**src/rtl/prb_pkg.sv**
```systemverilog
package prb_pkg;
  localparam int IDX_W    = 5;
  localparam int NUM_REGS = 20;
  typedef logic [IDX_W-1:0] idx_t;

  localparam idx_t R_DISP = 5'd0;
  localparam idx_t R_STAT = 5'd1;
  localparam idx_t R_SCRX = 5'd2;
  localparam idx_t R_SCRY = 5'd3;
  localparam idx_t R_MA   = 5'd4;
  localparam idx_t R_MD   = 5'd7;
  localparam idx_t R_SND  = 5'd8;
  localparam idx_t R_BIAS = 5'd9;
  localparam idx_t R_SRCL = 5'd10;
  localparam idx_t R_SRCH = 5'd11;
  localparam idx_t R_DSTL = 5'd12;
  localparam idx_t R_DSTH = 5'd13;
  localparam idx_t R_TMR  = 5'd14;
  localparam idx_t R_KEY  = 5'd15;
  localparam idx_t R_IFL  = 5'd17;
  localparam idx_t R_IME  = 5'd19;
  localparam idx_t R_PWR  = 5'd20;
  localparam idx_t LAST_IDX = idx_t'(NUM_REGS - 1);

  typedef struct packed {
    logic       wr;
    idx_t       wIdx;
    logic [1:0] be;
    logic       rd;
    idx_t       rIdx;
    logic       rMapped;
  } strobe_t;

  function automatic logic [15:0] resetVal(idx_t i);
    case (i)
      R_DISP:     return 16'h0080;
      R_BIAS:     return 16'h0200;
      R_MA, R_MD: return 16'h0100;
      default:    return 16'h0000;
    endcase
  endfunction

  function automatic logic [15:0] wrMask(idx_t i);
    case (i)
      R_STAT:  return 16'hFFF8;
      R_SND:   return 16'h0080;
      R_TMR:   return 16'h00C7;
      R_KEY:   return 16'h0000;
      R_IME:   return 16'h0001;
      default: return 16'hFFFF;
    endcase
  endfunction

  function automatic logic writeOnly(idx_t i);
    case (i)
      R_SCRX, R_SCRY, R_SRCL, R_SRCH, R_DSTL, R_DSTH: return 1'b1;
      default: return 1'b0;
    endcase
  endfunction
endpackage

```
**src/rtl/prb_ctrl.sv**
```systemverilog
module prb_ctrl
  import prb_pkg::*;
#(
  parameter int ADDR_W = 6
) (
  input  logic              clk,
  input  logic              rstN,
  input  logic              wrEn,
  input  logic              rdEn,
  input  logic [ADDR_W-1:0] addr,
  input  logic [1:0]        byteEn,
  input  logic              stopBit,
  output strobe_t           stb,
  output logic              haltReq,
  output logic              stopReq
);
  localparam int HW_W = ADDR_W - 1;
  localparam logic [HW_W-1:0] HW_LAST = HW_W'(NUM_REGS - 1);
  localparam logic [HW_W-1:0] HW_PWR  = HW_W'(R_PWR);

  logic [HW_W-1:0] hwIdx;
  logic inMap, pwrHit;

  always_comb begin
    hwIdx       = addr[ADDR_W-1:1];
    inMap       = (hwIdx <= HW_LAST);
    pwrHit      = wrEn && (hwIdx == HW_PWR) && byteEn[0];
    stb.wr      = wrEn && inMap && (|byteEn);
    stb.wIdx    = hwIdx[IDX_W-1:0];
    stb.be      = byteEn;
    stb.rd      = rdEn;
    stb.rIdx    = hwIdx[IDX_W-1:0];
    stb.rMapped = inMap;
  end

  always_ff @(posedge clk) begin
    if (!rstN) begin
      haltReq <= 1'b0;
      stopReq <= 1'b0;
    end else begin
      haltReq <= pwrHit && !stopBit;
      stopReq <= pwrHit && stopBit;
    end
  end

  p_pwr_excl_r4: assert property (@(posedge clk) disable iff (!rstN)
    !(haltReq && stopReq));
  p_halt_src_r4: assert property (@(posedge clk) disable iff (!rstN)
    $rose(haltReq) |-> $past(wrEn && byteEn[0]));
  p_oob_r11: assert property (@(posedge clk) disable iff (!rstN)
    stb.wr |-> (hwIdx <= HW_LAST));
endmodule

```
**src/rtl/prb_dpath.sv**
```systemverilog
module prb_dpath
  import prb_pkg::*;
#(
  parameter int KEY_W = 10
) (
  input  logic             clk,
  input  logic             rstN,
  input  strobe_t          stb,
  input  logic [15:0]      wrData,
  input  logic [15:0]      openBus,
  input  logic [KEY_W-1:0] keysDown,
  input  logic [15:0]      irqRaise,
  output logic [15:0]      rdData,
  output logic             wideUpd,
  output logic             wideSel,
  output logic [31:0]      wideData
);
  logic [15:0] regs [NUM_REGS];
  logic [15:0] curWord, laneMask, merged, keyWord, readVal;
  logic [31:0] wideNext;
  logic        wideHit, wideSelNext;

  always_comb begin
    curWord  = (stb.wIdx <= LAST_IDX) ? regs[stb.wIdx] : 16'h0;
    laneMask = {{8{stb.be[1]}}, {8{stb.be[0]}}};
    merged   = (wrData & laneMask) | (curWord & ~laneMask);
  end

  for (genvar i = 0; i < NUM_REGS; i++) begin : g_reg
    localparam idx_t        MY_IDX = idx_t'(i);
    localparam logic [15:0] MASK   = wrMask(MY_IDX);
    localparam logic [15:0] RST    = resetVal(MY_IDX);
    logic hit;
    assign hit = stb.wr && (stb.wIdx == MY_IDX);
    if (MY_IDX == R_IFL) begin : g_flag
      always_ff @(posedge clk) begin
        if (!rstN) regs[i] <= RST;
        else regs[i] <= (hit ? (regs[i] & ~(wrData & laneMask)) : regs[i]) | irqRaise;
      end
    end else begin : g_plain
      always_ff @(posedge clk) begin
        if (!rstN)    regs[i] <= RST;
        else if (hit) regs[i] <= (regs[i] & ~MASK) | (merged & MASK);
      end
    end
  end

  always_comb begin
    wideHit     = 1'b0;
    wideSelNext = 1'b0;
    wideNext    = 32'h0;
    case (stb.wIdx)
      R_SRCL: begin wideHit = stb.wr; wideNext = {regs[R_SRCH], merged}; end
      R_SRCH: begin wideHit = stb.wr; wideNext = {merged, regs[R_SRCL]}; end
      R_DSTL: begin wideHit = stb.wr; wideSelNext = 1'b1; wideNext = {regs[R_DSTH], merged}; end
      R_DSTH: begin wideHit = stb.wr; wideSelNext = 1'b1; wideNext = {merged, regs[R_DSTL]}; end
      default: ;
    endcase
  end

  always_ff @(posedge clk) begin
    if (!rstN) begin
      wideUpd  <= 1'b0;
      wideSel  <= 1'b0;
      wideData <= 32'h0;
    end else begin
      wideUpd <= wideHit;
      if (wideHit) begin
        wideSel  <= wideSelNext;
        wideData <= wideNext;
      end
    end
  end

  always_comb begin
    keyWord              = 16'h0;
    keyWord[KEY_W-1:0]   = ~keysDown;
    if (!stb.rMapped || writeOnly(stb.rIdx)) readVal = openBus;
    else if (stb.rIdx == R_KEY)              readVal = keyWord;
    else                                     readVal = regs[stb.rIdx];
  end

  always_ff @(posedge clk) begin
    if (!rstN)       rdData <= 16'h0;
    else if (stb.rd) rdData <= readVal;
  end

  p_w1c_r3: assert property (@(posedge clk) disable iff (!rstN)
    (stb.wr && stb.wIdx == R_IFL && irqRaise == 16'h0)
      |=> ((regs[R_IFL] & $past(wrData & laneMask)) == 16'h0));
  p_stat_ro_r5: assert property (@(posedge clk) disable iff (!rstN)
    (stb.wr && stb.wIdx == R_STAT) |=> $stable(regs[R_STAT][2:0]));
  p_snd_low_r7: assert property (@(posedge clk) disable iff (!rstN)
    (stb.wr && stb.wIdx == R_SND) |=> $stable(regs[R_SND][6:0]));
  p_wide_src_r9: assert property (@(posedge clk) disable iff (!rstN)
    $rose(wideUpd) |-> $past(stb.wr));
endmodule

```
**src/rtl/periph_regbank.sv**
```systemverilog
module periph_regbank
  import prb_pkg::*;
#(
  parameter int ADDR_W = 6,
  parameter int KEY_W  = 10
) (
  input  logic              clk,
  input  logic              rstN,
  input  logic              wrEn,
  input  logic              rdEn,
  input  logic [ADDR_W-1:0] addr,
  input  logic [1:0]        byteEn,
  input  logic [15:0]       wrData,
  input  logic [15:0]       openBus,
  input  logic [KEY_W-1:0]  keysDown,
  input  logic [15:0]       irqRaise,
  output logic [15:0]       rdData,
  output logic              haltReq,
  output logic              stopReq,
  output logic              wideUpd,
  output logic              wideSel,
  output logic [31:0]       wideData
);
  strobe_t stb;

  prb_ctrl #(.ADDR_W(ADDR_W)) ctrl_i (
    .clk(clk), .rstN(rstN), .wrEn(wrEn), .rdEn(rdEn), .addr(addr),
    .byteEn(byteEn), .stopBit(wrData[7]), .stb(stb),
    .haltReq(haltReq), .stopReq(stopReq)
  );

  prb_dpath #(.KEY_W(KEY_W)) dpath_i (
    .clk(clk), .rstN(rstN), .stb(stb), .wrData(wrData), .openBus(openBus),
    .keysDown(keysDown), .irqRaise(irqRaise), .rdData(rdData),
    .wideUpd(wideUpd), .wideSel(wideSel), .wideData(wideData)
  );
endmodule

```
**config.mk**
```make
export PLATFORM = sky130hd
export DESIGN_NAME = periph_regbank
export DESIGN_NICKNAME = d
export VERILOG_FILES = /design/src/rtl/prb_pkg.sv /design/src/rtl/prb_ctrl.sv /design/src/rtl/prb_dpath.sv /design/src/rtl/periph_regbank.sv
export SDC_FILE = /design/constraint.sdc
export NUM_CORES = 1
export LEC_CHECK = 0
export ABC_AREA = 1
export CAP_MARGIN = 20
export CORE_AREA = 2 2 185 187
export DETAILED_ROUTE_END_ITERATION = 12
export DIE_AREA = 0 0 187 189
export PLACE_DENSITY = 0.66
export SETUP_SLACK_MARGIN = 0.2
export SYNTH_ARGS = -nofsm -noshare
export SYNTH_HDL_FRONTEND = slang
export SYNTH_SLANG_ARGS = --single-unit
```
**constraint.sdc**
```tcl
create_clock -name clk -period 3.45 [get_ports clk]
set_input_delay 1.035 -clock clk [delete_from_list [all_inputs] [get_ports clk]]
set_output_delay 1.035 -clock clk [all_outputs]
set_load 0.02 [all_outputs]
```
* After elaboration in Yosys (flattened, before gate mapping)
Memories as Yosys holds them, arrays and structs flattened.
Cells that the tools add are included.
** Word-level totals
- Register bits after elaboration :: 52
- Memory bits (writable) :: 320
- Logic and storage cells :: 183
- Memories :: 1
** Memories
- dpath_i.regs :: depth 20, bits a word 16, read ports 10, clocked after memory_dff 0, wr ports 20, RTL line prb_dpath.sv:18 : logic [15:0] regs [NUM_REGS];
** Cells by class
- $lt $le $gt $ge :: 1
- Equal/unequal tests :: 21
- Multiplexer cells :: 87
- Bitwise gates (word level) :: 32
- Reduce and logical (&&, ||, !) cells :: 35
** Operators by type and width (number)
- 16-bit two-way mux :: 24
- 32-bit case mux with 4 select lines :: 1
- 1-bit two-way mux :: 62
- 16-bit AND :: 3
- 5-bit by 4-bit equality test with 1-bit output, second input constant :: 8
- 16-bit NOT :: 2
- 16-bit bitwise OR :: 2
- 16-bit by 8-bit bitwise OR with 16-bit output :: 2
- 1-bit logical AND :: 26
- 5-bit equality test, second input constant :: 5
- 5-bit by 3-bit equality test with 1-bit output, second input constant :: 4
- 1-bit bitwise OR :: 20
- 16-bit by 1-bit bitwise OR with 16-bit output :: 1
- 3-bit by 16-bit bitwise OR with 16-bit output :: 1
- 5-bit by 2-bit equality test with 1-bit output, second input constant :: 2
- 10-bit NOT :: 1
- 6-bit OR reduction :: 1
- 5-bit by 1-bit equality test with 1-bit output, second input constant :: 1
- 5-bit <= comparator, second input constant :: 1
- 5-bit logical NOT :: 1
- 2-bit OR reduction :: 2
- 4-bit OR reduction :: 1
- 1-bit logical NOT :: 2
- 2-bit AND reduction :: 1
- 2 further kinds :: 2

* Logic depth before layout (Yosys ltp)
- Depth in word-level cells :: 9
- Depth in mapped cells :: 16

* By module
A second synthesis with hierarchy kept.
** Unflattened totals
- Cell total of the unflattened synthesis :: 2226
- Area, all modules :: 17374.2 um2
** Modules (own cells, without submodules)
- prb_dpath :: instances 1, cells an instance 2195, area an instance 17164.0 um2, sequential area each 8648.3 um2
- prb_ctrl :: instances 1, cells an instance 31, area an instance 210.2 um2, sequential area each 40.0 um2

* Least setup slack after synthesis
No wires, ideal clock.
- Path type :: input -> register
- Start point :: in addr[5]
- End point :: mem dpath_i.regs[13][0] (enable)
- Setup time :: 0.411 ns
- Arrival time :: 3.052 ns
- Required time :: 3.039 ns
- Path slack :: -0.013 ns
- Stages on the path :: 5
- Path through :: buf_2 > nor2_1 > nand2_2 > clkbuf_1 > o21ai_0
** RTL lines
- start, declared :: RTL line periph_regbank.sv:11 : input logic [ADDR_W-1:0] addr,
- end, declared :: RTL line prb_dpath.sv:18

==> results.sh <==
export IMPL_crit_required_ps=3820
export IMPL_fill_cells=3004
export IMPL_worstMarginPinSlew_ps=632
export IMPL_wl_per_cell_um=20.2
export IMPL_synthArstFlopShare=0
export IMPL_clk_pin_slew_ps=60
export IMPL_insertedDiodeCount=0
export IMPL_path_class="primary input to flop"
export IMPL_fin_crit_sh=0.862
export IMPL_grt_usage=0.273
export IMPL_clock_fmax_mhz=336
export IMPL_setup_viol_count_final=0
export IMPL_period_needed_ps=2970
export IMPL_power_mw=9.16
export IMPL_synthTopCellsByArea="edfxtp_1, nand2_1, dfxtp_1"
export IMPL_powerDensity_mw_per_mm2=489
export IMPL_clockBufferDepth=3
export IMPL_start_util=0.446
export IMPL_synthFlopType="edfxtp_1"
export IMPL_slew_viol_final=0
export IMPL_drt_vias_per_instance=5.47
export IMPL_syn_area_mm2=0.0148
export IMPL_syn_avg_cell_area_um2=8.62
export IMPL_yosysTopAreaCell="edfxtp_1"
export IMPL_syn_inst=1721
export IMPL_fin_tns_setup_ps=0
export IMPL_crit_end="dpath_i.regs[0][9]"
export IMPL_drive_above_1_share=0.128
export IMPL_ys_ff_latch=312
export IMPL_placed_area_mm2=0.0176
export IMPL_grt_overflow=0
export IMPL_worst_clock_skew_ps=31.1
export IMPL_cp_data_arrival_time_ps=3340
export IMPL_htreeDepth=2
export IMPL_final_cell_area_mm2=0.0187
export IMPL_gp_congestion=0.960
export IMPL_fp_row_count=67
export IMPL_cap_viol_max_count=0
export IMPL_area_growth_pct=26.4
export IMPL_wirelength_um=48300
export IMPL_ff2ff_setup_slack_ps=1360
export IMPL_clk_latency_ps=530
export IMPL_hold_class="flop to flop"
export IMPL_critPathLaunch="addr[3]"
export IMPL_numClockSinks=312
export IMPL_yosysMostFrequentCell="nand2_1"
export IMPL_cts_tree="built"
export IMPL_grt_pass1_wl_um=73100
export IMPL_ys_seq_area_frac=0.586
export IMPL_cts_setup_buffers=0
export IMPL_hold_viol=0
export IMPL_root_buffer="clkbuf_16"
export IMPL_max_vdd_ir_drop_uv=422
export IMPL_drt_pass1_iterations=6
export IMPL_slew_headroom=0.574
export IMPL_synth_cell_types=25
export IMPL_postRouteAntennaNets=0
export IMPL_die_height_um=189
export IMPL_rr_startpoint="dpath_i.regs[12][15]"
export IMPL_r2r_end="dpath_i.regs[1][15]"
export IMPL_grt_max_degree=49
export IMPL_synth_edff_count=244
export IMPL_fp_dieW_um=187
export IMPL_syn_nets=1791
export IMPL_pin_count=122
export IMPL_die_area_mm2=0.0353
export IMPL_antenna_found_initial=0
export IMPL_hpwlAfterDp_um=33700
export IMPL_vias=13100
export IMPL_final_nets=1986
export IMPL_synth_top_cells_by_count="nand2_1, nor2_1, edfxtp_1"
export IMPL_grt_pass1_vias=12600
export IMPL_route_detailed_drc=0
export IMPL_rsz0062_at_grt="no"
export IMPL_postCtsResizedCells=0
export IMPL_synth_top_area_share=0.494
export IMPL_crit_fanout=15
export IMPL_post_route_util=0.563
export IMPL_cts_buffers=36
export IMPL_drt_initial_drc_count=1517
export IMPL_startpoint_type="primary input"
export IMPL_synth_warnings=0
export IMPL_p_leak_nw=7.56
export IMPL_fp_coreArea_mm2=0.0333
export IMPL_worst_r2r_cell_count=11
export IMPL_status="completed"
export IMPL_endpoint_kind="flop"
export IMPL_io_buffers=120
export IMPL_hold_buffers=0
[worst min path at each step]
stage / from / to / slack (ps) / cells past startpoint
after floorplan: dpath_i.regs[17][0] / dpath_i.regs[17][0] / 450 / 2
after global placement: dpath_i.regs[17][5] / dpath_i.regs[17][5] / 460 / 2
after detailed placement: dpath_i.regs[17][8] / dpath_i.regs[17][8] / 460 / 2
after CTS: dpath_i.regs[17][8] / dpath_i.regs[17][8] / 470 / 2
after global routing: dpath_i.regs[17][8] / dpath_i.regs[17][8] / 480 / 2
final: dpath_i.regs[17][13] / dpath_i.regs[17][13] / 470 / 2
[routing by layer]
layer  part of all wire  GRT usage  wire length [um]
met1               0.39      0.353             18600
met2               0.48      0.464             23300
met3              0.096     0.0443              4640
met4              0.036     0.0995              1720
met5                  0          0                 0
[flip-flops by register name (all words and copies together) (netlist names)]
signal,flops
dpath_i.wideSel,1
dpath_i.rdData,16
dpath_i.wideUpd,1
ctrl_i.haltReq,1
ctrl_i.stopReq,1
dpath_i.regs,260
dpath_i.wideData,32
[cell usage in the layout (no fill, tap or decap), drive strengths merged]
master	Yosys	routed
nand3	174	174
clkbuf	42	44
bufinv	0	3
edfxtp	244	244
inv	106	107
o21ai	127	127
a21oi	97	97
nand2	407	407
dfxtp	68	68
buf	70	152
clkdlybuf4s50	0	117
nor2	359	359
nor3	3	3
nand4	20	20
o31ai	1	1
clkinv	2	19
nand3b	1	1
[critical path, cell delays in order]
cell,delay [ps]
clkdlybuf4s50_1,580
inv_1,80
nor2_1,160
inv_1,100
buf_12,150
nor2_1,210
nor2_1,70
buf_4,160
nand2_1,110
nand3_1,90
nand2_1,220
inv_2,80
buf_12,170
nor2_1,90
[cells by family after synthesis]
logic type / synth area share
and+or+nand+nor: 0.267
AOI/OAI and AO/OA: 0.0761
buffers and inverters: 0.0711
DFF: 0.586
[per-stage QoR]
| stage | std cells | setup slack (ps) | hold slack, ps |
|---|---|---|---|
| after floorplan | 1721 | 88.0 | 450 |
| after global placement | 2326 | 64.2 | 463 |
| after detailed placement | 2326 | 42.6 | 464 |
| after CTS | 2391 | 569 | 472 |
| after global routing | 2391 | 357 | 483 |
| final | 2391 | 476 | 474 |
[final cells by class]
class	instances	area, um2	area share
clock buffers	44	973	0.0519
clock inverters	21	191	0.0102
inverters	108	405	0.0216
multi-input cells	1189	5100	0.272
flip-flops and latches	312	8690	0.463
well taps	448	561	0.0299
repair buffers	269	2830	0.151
[where the power goes]
part | switching [mW] | internal, mW
logic | 0.712 | 0.438
registers | 0.0557 | 4.19
clock network | 1.53 | 2.24
Power figures use the tool's default switching activity.
